### src/rtl/brk_pkg.sv
package brk_pkg;
  typedef enum logic [1:0] {
    RA_ADDR = 2'd0,
    RA_MASK = 2'd1,
    RA_CTRL = 2'd2,
    RA_CNT  = 2'd3
  } reg_sel_e;

  localparam int CB_AFTER = 4;
  localparam int CB_CNTEN = 5;
  localparam int CB_CPU_F = 8;
  localparam int CB_DMA_F = 9;
  localparam int CFG_W    = 6;

  typedef struct packed {
    logic       cnt_en;
    logic       after;
    logic [1:0] dir;   // [0] read, [1] write
    logic [1:0] mst;   // [0] cpu, [1] dma
  } brk_cfg_t;
endpackage

### src/rtl/brk_match.sv
module brk_match #(
  parameter int AW = 32
) (
  input  logic [AW-1:0]     cmp_addr_i,
  input  logic [AW-1:0]     mask_i,
  input  brk_pkg::brk_cfg_t cfg_i,
  input  logic              valid_i,
  input  logic [AW-1:0]     addr_i,
  input  logic              write_i,
  input  logic              dma_i,
  output logic              hit_o
);
  logic [AW-1:0] bit_ok;

  for (genvar i = 0; i < AW; i++) begin : g_bit
    assign bit_ok[i] = mask_i[i] | (addr_i[i] ~^ cmp_addr_i[i]);
  end

  logic mst_ok, dir_ok;
  assign mst_ok = dma_i   ? cfg_i.mst[1] : cfg_i.mst[0];
  assign dir_ok = write_i ? cfg_i.dir[1] : cfg_i.dir[0];
  assign hit_o  = valid_i & (&bit_ok) & mst_ok & dir_ok;
endmodule

### src/rtl/brk_regs.sv
module brk_regs #(
  parameter int AW = 32,
  parameter int DW = 32,
  parameter int CW = 16
) (
  input  logic              clk_i,
  input  logic              rst_ni,
  input  logic              we_i,
  input  logic [1:0]        addr_i,
  input  logic [DW-1:0]     wdata_i,
  output logic [DW-1:0]     rdata_o,
  input  logic              hit_i,
  input  logic              dma_i,
  input  logic [CW-1:0]     cnt_i,
  output logic [AW-1:0]     cmp_addr_o,
  output logic [AW-1:0]     mask_o,
  output brk_pkg::brk_cfg_t cfg_o,
  output logic              cnt_we_o,
  output logic              cpu_f_o,
  output logic              dma_f_o
);
  import brk_pkg::*;

  reg_sel_e sel;
  logic     ctrl_we, cpu_clr, dma_clr;

  assign sel      = reg_sel_e'(addr_i);
  assign ctrl_we  = we_i && (sel == RA_CTRL);
  assign cnt_we_o = we_i && (sel == RA_CNT);
  assign cpu_clr  = ctrl_we && !wdata_i[CB_CPU_F];
  assign dma_clr  = ctrl_we && !wdata_i[CB_DMA_F];

  always_ff @(posedge clk_i or negedge rst_ni) begin
    if (!rst_ni) begin
      cmp_addr_o <= '0;
      mask_o     <= '0;
      cfg_o      <= '0;
    end else if (we_i) begin
      case (sel)
        RA_ADDR: cmp_addr_o <= wdata_i[AW-1:0];
        RA_MASK: mask_o     <= wdata_i[AW-1:0];
        RA_CTRL: cfg_o      <= brk_cfg_t'(wdata_i[CFG_W-1:0]);
        default: ;
      endcase
    end
  end

  // hardware set wins over a clearing write
  always_ff @(posedge clk_i or negedge rst_ni) begin
    if (!rst_ni) begin
      cpu_f_o <= 1'b0;
      dma_f_o <= 1'b0;
    end else begin
      cpu_f_o <= (hit_i & ~dma_i) | (cpu_f_o & ~cpu_clr);
      dma_f_o <= (hit_i &  dma_i) | (dma_f_o & ~dma_clr);
    end
  end

  always_comb begin
    rdata_o = '0;
    case (sel)
      RA_ADDR: rdata_o = DW'(cmp_addr_o);
      RA_MASK: rdata_o = DW'(mask_o);
      RA_CTRL: begin
        rdata_o[CFG_W-1:0] = cfg_o;
        rdata_o[CB_CPU_F]  = cpu_f_o;
        rdata_o[CB_DMA_F]  = dma_f_o;
      end
      RA_CNT:  rdata_o = DW'(cnt_i);
      default: ;
    endcase
  end

  logic unused_wdata;
  assign unused_wdata = ^{wdata_i[DW-1:CB_DMA_F+1], wdata_i[CB_CPU_F-1:CFG_W]};
endmodule

### src/rtl/brk_count.sv
module brk_count #(
  parameter int CW = 16
) (
  input  logic          clk_i,
  input  logic          rst_ni,
  input  logic          hit_i,
  input  logic          fetch_i,
  input  logic          done_i,
  input  logic          cnt_en_i,
  input  logic          after_i,
  input  logic          cnt_we_i,
  input  logic [CW-1:0] cnt_wdata_i,
  output logic [CW-1:0] cnt_o,
  output logic          pending_o,
  output logic          brk_req_o
);
  localparam logic [CW-1:0] ONE = CW'(1);

  logic fire, defer, cnt_zero;

  assign cnt_zero = (cnt_o == '0);
  assign fire     = cnt_en_i ? (hit_i && cnt_o == ONE) : hit_i;
  assign defer    = fire && fetch_i && after_i;

  always_ff @(posedge clk_i or negedge rst_ni) begin
    if (!rst_ni) begin
      cnt_o <= '0;
    end else if (cnt_we_i) begin
      cnt_o <= cnt_wdata_i;
    end else if (cnt_en_i && hit_i && !cnt_zero) begin
      cnt_o <= cnt_o - ONE;
    end
  end

  always_ff @(posedge clk_i or negedge rst_ni) begin
    if (!rst_ni) begin
      pending_o <= 1'b0;
      brk_req_o <= 1'b0;
    end else begin
      brk_req_o <= (fire && !defer) || (pending_o && done_i);
      if (defer)       pending_o <= 1'b1;
      else if (done_i) pending_o <= 1'b0;
    end
  end
endmodule

### src/rtl/brk_channel.sv
module brk_channel #(
  parameter int AW = 32,
  parameter int DW = 32,
  parameter int CW = 16
) (
  input  logic          clk_i,
  input  logic          rst_ni,
  input  logic          reg_we_i,
  input  logic [1:0]    reg_addr_i,
  input  logic [DW-1:0] reg_wdata_i,
  output logic [DW-1:0] reg_rdata_o,
  input  logic          bus_valid_i,
  input  logic [AW-1:0] bus_addr_i,
  input  logic          bus_write_i,
  input  logic          bus_dma_i,
  input  logic          bus_fetch_i,
  input  logic          insn_done_i,
  output logic          brk_req_o
);
  import brk_pkg::*;

  logic [AW-1:0] cmp_addr, mask;
  brk_cfg_t      cfg;
  logic          hit, cnt_we, pending, cpu_f, dma_f;
  logic [CW-1:0] cnt;

  brk_match #(.AW(AW)) u_match (
    .cmp_addr_i(cmp_addr), .mask_i(mask), .cfg_i(cfg),
    .valid_i(bus_valid_i), .addr_i(bus_addr_i),
    .write_i(bus_write_i), .dma_i(bus_dma_i), .hit_o(hit)
  );

  brk_regs #(.AW(AW), .DW(DW), .CW(CW)) u_regs (
    .clk_i(clk_i), .rst_ni(rst_ni),
    .we_i(reg_we_i), .addr_i(reg_addr_i), .wdata_i(reg_wdata_i),
    .rdata_o(reg_rdata_o), .hit_i(hit), .dma_i(bus_dma_i), .cnt_i(cnt),
    .cmp_addr_o(cmp_addr), .mask_o(mask), .cfg_o(cfg),
    .cnt_we_o(cnt_we), .cpu_f_o(cpu_f), .dma_f_o(dma_f)
  );

  brk_count #(.CW(CW)) u_count (
    .clk_i(clk_i), .rst_ni(rst_ni),
    .hit_i(hit), .fetch_i(bus_fetch_i), .done_i(insn_done_i),
    .cnt_en_i(cfg.cnt_en), .after_i(cfg.after),
    .cnt_we_i(cnt_we), .cnt_wdata_i(reg_wdata_i[CW-1:0]),
    .cnt_o(cnt), .pending_o(pending), .brk_req_o(brk_req_o)
  );
endmodule

### config.mk
export PLATFORM = sky130hd
export DESIGN_NAME = brk_channel
export DESIGN_NICKNAME = d
export VERILOG_FILES = /design/src/rtl/brk_pkg.sv /design/src/rtl/brk_match.sv /design/src/rtl/brk_regs.sv /design/src/rtl/brk_count.sv /design/src/rtl/brk_channel.sv
export SDC_FILE = /design/constraint.sdc
export NUM_CORES = 1
export LEC_CHECK = 0
export ABC_AREA = 1
export BUFFER_PORTS_ARGS = -buffer_cell sky130_fd_sc_hd__buf_4
export CAP_MARGIN = 15
export CORE_ASPECT_RATIO = 1.75
export CORE_MARGIN = 8
export CORE_UTILIZATION = 52
export CTS_BUF_LIST = sky130_fd_sc_hd__clkbuf_2 sky130_fd_sc_hd__clkbuf_4 sky130_fd_sc_hd__clkbuf_8
export DETAILED_ROUTE_END_ITERATION = 8
export GPL_TIMING_DRIVEN = 0
export PLACE_DENSITY = 0.79
export SETUP_SLACK_MARGIN = 0.02
export SKIP_LAST_GASP = 1
export SYNTH_ARGS = -nofsm -noshare
export SYNTH_HDL_FRONTEND = slang
export SYNTH_HIERARCHICAL = 1
export SYNTH_SLANG_ARGS = --single-unit
export TNS_END_PERCENT = 5
### constraint.sdc
create_clock -name clk_i -period 1.8 [get_ports clk_i]
set_input_delay 0.18 -clock clk_i [delete_from_list [all_inputs] [get_ports clk_i]]
set_output_delay 0.18 -clock clk_i [all_outputs]
set_load 0.05 [all_outputs]
==> results_dict.tcl, run 1 <==
set metrics [dict create \
    gp_congestion 0.980 \
    seqPwrFrac 0.420 \
    maxSlewViolCount 0 \
    crit_chain "nor2_1 -> nor2_1 -> nand2_1 -> o21ai_0 -> nor2_1 -> nand3_1 -> nor2_4 -> nand2_1 -> inv_2 -> nand2_4 -> nand2_8 -> clkinv_8 -> nand2_1 -> nand3_1" \
    tritoncts "done" \
    synth_fp_nets 852 \
    clkTransAtPathRegs_ps 90 \
    setup_violations 16 \
    final_area_um2 6810 \
    power_density_nw_per_um2 952 \
    rows 49 \
    die_w_um 93.5 \
    grtUsageTotal 0.245 \
    cp-end-kind "register" \
    fin_skew_ps 9.83 \
    cp-start-kind "register" \
    hold_depth 3 \
    synth_async_sr_flop_share 1.00 \
    cts_made_buffers 9 \
    grt_pass1_vias 5579 \
    seqCellArea_um2 2250 \
    crit_path_top_delay_cell "dfrtp_1" \
    outcome "finished with violations" \
    critPathBufInv 2 \
    r2r_start "u_regs/cmp_addr_o[20]" \
    nets 983 \
    overflow 0 \
    synth_cell_types 32 \
    drt-initial-drc-count 246 \
    insertion_delay_ps 370 \
    io_buffer_count 104 \
    synthMuxAreaShare 0 \
    swShare 0.395 \
    slew_headroom 0.622 \
    slowest_delay_ps 410 \
    die-area_um2 14200 \
    multiInputGateArea_um2 2710 \
    start_util 0.534 \
    via_per_inst 5.32 \
    violations "negative setup slack" \
    place_hpwl_um 13000 \
    antenna_cells 0 \
    p_clk_frac 0.224 \
    synth_compound_area_frac 0.123 \
    fillers 941 \
    maxCapViolCount 0 \
    syn_area_per_cell_um2 7.05 \
    synth_cells 775 \
    cts_max_level 3 \
    pre_cts_slack_ps -355 \
    holdCritPathClass "in -> reg" \
    cts.sinks 90 \
    ys_ff_latch 90 \
    period_share 1.04 \
    core_um2 10200 \
    grt_max_degree 91 \
    crit_fanout 10 \
    final_common_cell "nand2_1" \
    power_frac_comb 0.356 \
    drt-total-wl_um 17000 \
    synth_xor_area_frac 0.00802 \
    yosys.area_share.simple 0.350 \
    via_count 5527 \
    io_pins 107 \
    r2r-end "u_count/cnt_o[13]" \
    worst_pin_slew_ps 567 \
    antenna_found_initial 0 \
    r2r_cells 14 \
    reg2reg_slack_ps -70 \
    arrival_ps 2130 \
    synth_edf_count 0 \
    worst_hold_startpoint "insn_done_i" \
    holdPathEnd "u_count/brk_req_o" \
    synth_top_family_by_area "simple AND/OR/NAND/NOR gates" \
    synth_fa_ha_area_frac 0.00687 \
    path_delay_family "simple AND/OR/NAND/NOR gates" \
    drtAntennaViolNets 0 \
    internal-power_mw 3.92 \
    drc 0 \
    post_dp_cell_area_um2 6400 \
    rsz0062_at_grt "true" \
    die_h_um 152 \
    yosysSeqAreaShare 0.412 \
    area_delta_synth_final_pct 24.7 \
    ys_warn_count 6 \
    fmaxAchievable_mhz 534 \
    power_switching_mw 2.56 \
    layout_min_cycle_time_ps 1870 \
    firstDrtPassIters 5 \
    setup_slack_ps -73.1 \
    layout_common_cells "nand2_1, buf_4, inv_1, dfrtp_1, nand3_1" \
    clockBufferDepth 2 \
    max-vdd-ir-drop_v 0.000657 \
    cts-root-buf "clkbuf_8" \
    crit_type "reg -> reg" \
    critical_path_required_ps 2060 \
    synth.cell_area_um2 5460 \
    layout-drive-gt1-share 0.246 \
    hold_viol 0 \
    wl_per_cell_um 16.4 \
    p_leak_nw 3.64 \
    grt_first_pass_wirelength_um 27000 \
    ys.flop_type "dfrtp_1" \
]
-- sequential cells by signal (all words and copies together) (netlist names) --
signal / cells
u_regs/cpu_f_o: 1
u_count/pending_o: 1
u_regs/cmp_addr_o: 32
u_regs/cfg_o: 6
u_count/cnt_o: 16
u_regs/mask_o: 32
u_count/brk_req_o: 1
u_regs/dma_f_o: 1
-- worst max path at each step --
| stage | from | endpoint | depth (start not counted) |
|---|---|---|---|
| after floorplan | u_regs/cmp_addr_o[25] | u_count/cnt_o[8] | 15 |
| after global placement | u_regs/cmp_addr_o[19] | u_count/cnt_o[9] | 16 |
| after detailed placement | u_regs/cmp_addr_o[19] | u_count/cnt_o[13] | 16 |
| after global routing | u_regs/cmp_addr_o[10] | u_count/cnt_o[11] | 12 |
| after CTS | u_regs/cmp_addr_o[28] | u_count/cnt_o[9] | 15 |
| final | u_regs/cmp_addr_o[20] | u_count/cnt_o[13] | 14 |
-- routing by layer --
metal,routed length [um],GRT usage,up-vias
li1,-,-,2692
met4,798,0.144,0
met3,919,0.0434,55
met2,9210,0.451,179
met5,0,0,-
met1,6110,0.250,2601
-- kinds of logic (layout without fill, tap and decap cells) --
group	count (synthesis)	in the layout
buf+inv	123	259
simple gates	448	448
fa+ha+maj	3	3
flops	90	90
xor+xnor	5	5
compound gates	106	106
-- area by class of cell --
cell class | instances | area share
clock inverters | 4 | 0.00753
well taps | 127 | 0.0233
flip-flops and latches | 90 | 0.331
plain buffers | 28 | 0.0287
multi-input cells | 562 | 0.398
clock buffers | 12 | 0.0224
repair buffers | 120 | 0.136
inverters | 95 | 0.0542
-- per-stage QoR --
stage | utilization | total power, mW | std cells | hold slack (ps) | setup TNS, ps
after global placement | 0.625 | 4.88 | 1006 | 387 | -4620
after CTS | 0.655 | 6.45 | 1030 | 15.0 | -612
after global routing | 0.665 | 6.86 | 1038 | 18.5 | -2580
after detailed placement | 0.625 | 4.96 | 1006 | 401 | -4610
final | 0.665 | 6.48 | 1038 | 31.8 | -969
after floorplan | - | 4.19 | 775 | -116 | 0
-- synth_stat cells (6+ instances only) --
library cell,count,area share
nand3_1,56,0.051
o21ai_2,36,0.058
nand2_1,300,0.21
buf_2,13,0.012
o21ai_1,29,0.027
nand4_1,13,0.015
nand2_2,6,0.0069
nand3b_1,13,0.018
buf_6,7,0.014
nor2_1,46,0.032
o21ai_0,26,0.024
a21oi_1,12,0.011
dfrtp_1,90,0.41
inv_1,91,0.063
-- worst min-delay path, delay by kind of cell --
| family | cells | cell delay (ps) |
|---|---|---|
| AND/OR/NAND/NOR | 2 | 90 |
| buffers and inverters | 1 | 80 |
-- repair_timing --
action / CTS / global route
endpoints found under the setup margin: 16 / 16
buffers inserted: 8 / 6
resized for setup: 10 / 5
hold endpoints to repair: 0 / 19
hold buffers: 0 / 1
pin swaps: 1 / 2
-- power groups by stage --
stage / logic [mW] / clock network (mW) / registers, mW
final: 2.31 / 1.45 / 2.73
after global routing: 2.53 / 1.55 / 2.78
after CTS: 2.25 / 1.47 / 2.72
after detailed placement: 2.19 / 0 / 2.77
after global placement: 2.13 / 0 / 2.74
after floorplan: 1.53 / 0 / 2.66
Power figures use the tool's default switching activity.
==> run 2, diff against run 1 <==
--- a/config.mk
+++ b/config.mk
@@ -10,11 +10,10 @@
 export CAP_MARGIN = 15
 export CORE_ASPECT_RATIO = 1.75
 export CORE_MARGIN = 8
-export CORE_UTILIZATION = 52
-export CTS_BUF_LIST = sky130_fd_sc_hd__clkbuf_2 sky130_fd_sc_hd__clkbuf_4 sky130_fd_sc_hd__clkbuf_8
+export CORE_UTILIZATION = 51
 export DETAILED_ROUTE_END_ITERATION = 8
 export GPL_TIMING_DRIVEN = 0
-export PLACE_DENSITY = 0.79
+export PLACE_DENSITY = 0.78
 export SETUP_SLACK_MARGIN = 0.02
 export SKIP_LAST_GASP = 1
 export SYNTH_ARGS = -nofsm -noshare
==> run 2 against run 1 <==
The run still ends with negative setup slack left. Die area grew 1.7%. Via count down 2.5%. Clock skew down 5.0 ps. Combinational power down 3%. Maximum frequency increased by 1.7%. Global-route usage fell by 2.1 points. Cell count is 0.48% lower. Utilization shrank 1.4 points. Wire length fell by 5.7%. Critical path type unchanged. Critical endpoint is now u_count/cnt_o[6]. Largest power group unchanged.
==> results_dict.tcl, run 2 (same netlist as run 1, synthesis figures left out) <==
set metrics [dict create \
    maxCapViolCount 0 \
    layout-drive-gt1-share 0.237 \
    r2r_cells 15 \
    grt_first_pass_wirelength_um 25400 \
    pre_cts_slack_ps -312 \
    setup_violations 14 \
    cts-root-buf "clkbuf_16" \
    start_util 0.517 \
    cts_made_buffers 9 \
    period_share 1.02 \
    outcome "finished with violations" \
    drt-total-wl_um 16100 \
    fin_skew_ps 4.78 \
    crit_cells 15 \
    violations "negative setup slack" \
    io_pins 107 \
    layout_min_cycle_time_ps 1840 \
    cp-startpoint "u_regs/cmp_addr_o[28]" \
    drtAntennaViolNets 0 \
    crit_path_top_delay_cell "dfrtp_1" \
    place_hpwl_um 12100 \
    post_dp_cell_area_um2 6410 \
    path_delay_family "simple AND/OR/NAND/NOR gates" \
    rows 50 \
    crit_chain "or2_0 -> nand2_1 -> nand2_1 -> nor2_1 -> nand2_1 -> nor2_1 -> nand2_1 -> nor2_4 -> nand2_2 -> inv_2 -> nand2_4 -> nand2_8 -> buf_12 -> nand2_2 -> o21ai_2" \
    hold_viol 0 \
    final_area_um2 6880 \
    drc 0 \
    nets 976 \
    crit_type "reg -> reg" \
    tritoncts "done" \
    maxSlewViolCount 0 \
    largestRegisters "u_regs/cmp_addr_o x32, u_regs/mask_o x32, u_count/cnt_o x16" \
    power_density_nw_per_um2 1030 \
    die-area_um2 14400 \
    r2r_start "u_regs/cmp_addr_o[28]" \
    area_delta_synth_final_pct 26.0 \
    setup_slack_ps -42.7 \
    crit_fanout 10 \
    die_h_um 153 \
    grt_max_degree 91 \
    gp_congestion 0.956 \
    via_count 5390 \
    rsz0062_at_grt "true" \
    via_per_inst 5.22 \
    p_clk_frac 0.300 \
    overflow 0 \
    internal-power_mw 4.53 \
    seqPwrFrac 0.386 \
    antenna_found_initial 0 \
    max-vdd-ir-drop_v 0.000654 \
    layout_common_cells "nand2_1, buf_4, inv_1, dfrtp_1, nand3_1" \
    hold_ws_ps 39.4 \
    antenna_cells 0 \
    grt_pass1_vias 5300 \
    cts.sinks 90 \
    wl_per_cell_um 15.6 \
    cp-end-kind "register" \
    reg2reg_slack_ps -40 \
    power_switching_mw 2.55 \
    die_w_um 94.2 \
    critPathBufInv 2 \
    insertion_delay_ps 340 \
    power_frac_comb 0.315 \
    clkTransAtPathRegs_ps 60 \
    crit_path_frequent_cell "nand2_1" \
    cts_max_level 3 \
    io_buffer_count 104 \
    holdCritPathClass "in -> reg" \
    swShare 0.361 \
    drt-initial-drc-count 333 \
    worst_pin_slew_ps 590 \
    grtUsageTotal 0.224 \
    firstDrtPassIters 5 \
    clockBufferDepth 2 \
    fmaxAchievable_mhz 543 \
    core_um2 10600 \
    r2r-end "u_count/cnt_o[6]" \
    critical_path_required_ps 2070 \
    critPathCapture "u_count/cnt_o[6]" \
    p_leak_nw 3.67 \
    arrival_ps 2120 \
    slew_headroom 0.607 \
    cp-start-kind "register" \
    final_common_cell "nand2_1" \
    slowest_delay_ps 390 \
]
[run 2: cell types whose count changed in the layout (fill, tap and decap cells not counted)]
cell,previous run,this run
bufinv_16,1,3
inv_6,0,1
o21ai_1,29,30
nor2_4,5,4
clkbuf_1,2,3
nor2_1,44,45
clkbuf_8,10,0
buf_4,121,113
clkinvlp_4,1,0
clkbuf_4,2,0
o21ai_0,26,25
clkbuf_16,0,9
[run 2: cell type report]
class	instances	area (um^2)
fill	972	3690
timing repair inverter	1	8.76
sequential	90	2250
buffer	28	195
clock inverter	5	104
timing repair buffer	112	863
inverter	95	369
clock buffer	10	229
tap	130	163
multi-input combinational	562	2700
[run 2: through the flow]
step	utilization	power, mW	setup TNS, ps	std cells
floorplan	-	4.19	0	775
global placement	0.606	4.88	-3370	1009
detailed placement	0.606	4.92	-3890	1009
CTS	0.645	7.09	-394	1029
global route	0.651	7.47	-2850	1033
finish	0.651	7.08	-466	1033
[run 2: how the worst min path moves through the flow]
stage | start | to | slack (ps) | cells past startpoint
2_1_floorplan | rst_ni | u_count/brk_req_o | -120 | 0
3_3_place_gp | insn_done_i | u_count/brk_req_o | 390 | 3
3_5_place_dp | insn_done_i | u_count/brk_req_o | 390 | 3
4_1_cts | insn_done_i | u_count/brk_req_o | 30 | 3
5_1_grt | insn_done_i | u_count/brk_req_o | 30 | 3
6_report | insn_done_i | u_count/brk_req_o | 40 | 3
[run 2: layer usage]
| layer | up-vias | track usage | share of wire |
|---|---|---|---|
| li1 | 2691 | - | - |
| met5 | - | 0 | 0 |
| met4 | 0 | 0.115 | 0.045 |
| met1 | 2479 | 0.238 | 0.37 |
| met2 | 174 | 0.402 | 0.54 |
| met3 | 46 | 0.0392 | 0.049 |
[run 2: power by group through the flow]
| stage | Clock (mW) | Combinational (mW) | Sequential, mW |
|---|---|---|---|
| 2_1_floorplan | 0 | 1.53 | 2.66 |
| 3_3_place_gp | 0 | 2.12 | 2.75 |
| 3_5_place_dp | 0 | 2.16 | 2.76 |
| 4_1_cts | 2.16 | 2.21 | 2.72 |
| 5_1_grt | 2.25 | 2.45 | 2.78 |
| 6_report | 2.12 | 2.23 | 2.73 |
[run 2: worst reg2reg max path, stage by stage (launching register included)]
cell and delay [ps]:
dfrtp_1 390, or2_0 200, nand2_1 70, nand2_1 60, nor2_1 100, nand2_1 70, nor2_1 100, nand2_1 90
nor2_4 120, nand2_2 60, inv_2 80, nand2_4 90, nand2_8 120, buf_12 140, nand2_2 60, o21ai_2 40
[run 2: timing repair]
action / 4_1_cts / 5_1_grt
hold buffers: 0 / 1
setup buffers: 5 / 1
hold endpoints to repair: 0 / 30
resized for setup: 11 / 3
pin swaps: 2 / 8
cloned: 0 / 1
setup endpoints to repair: 16 / 16
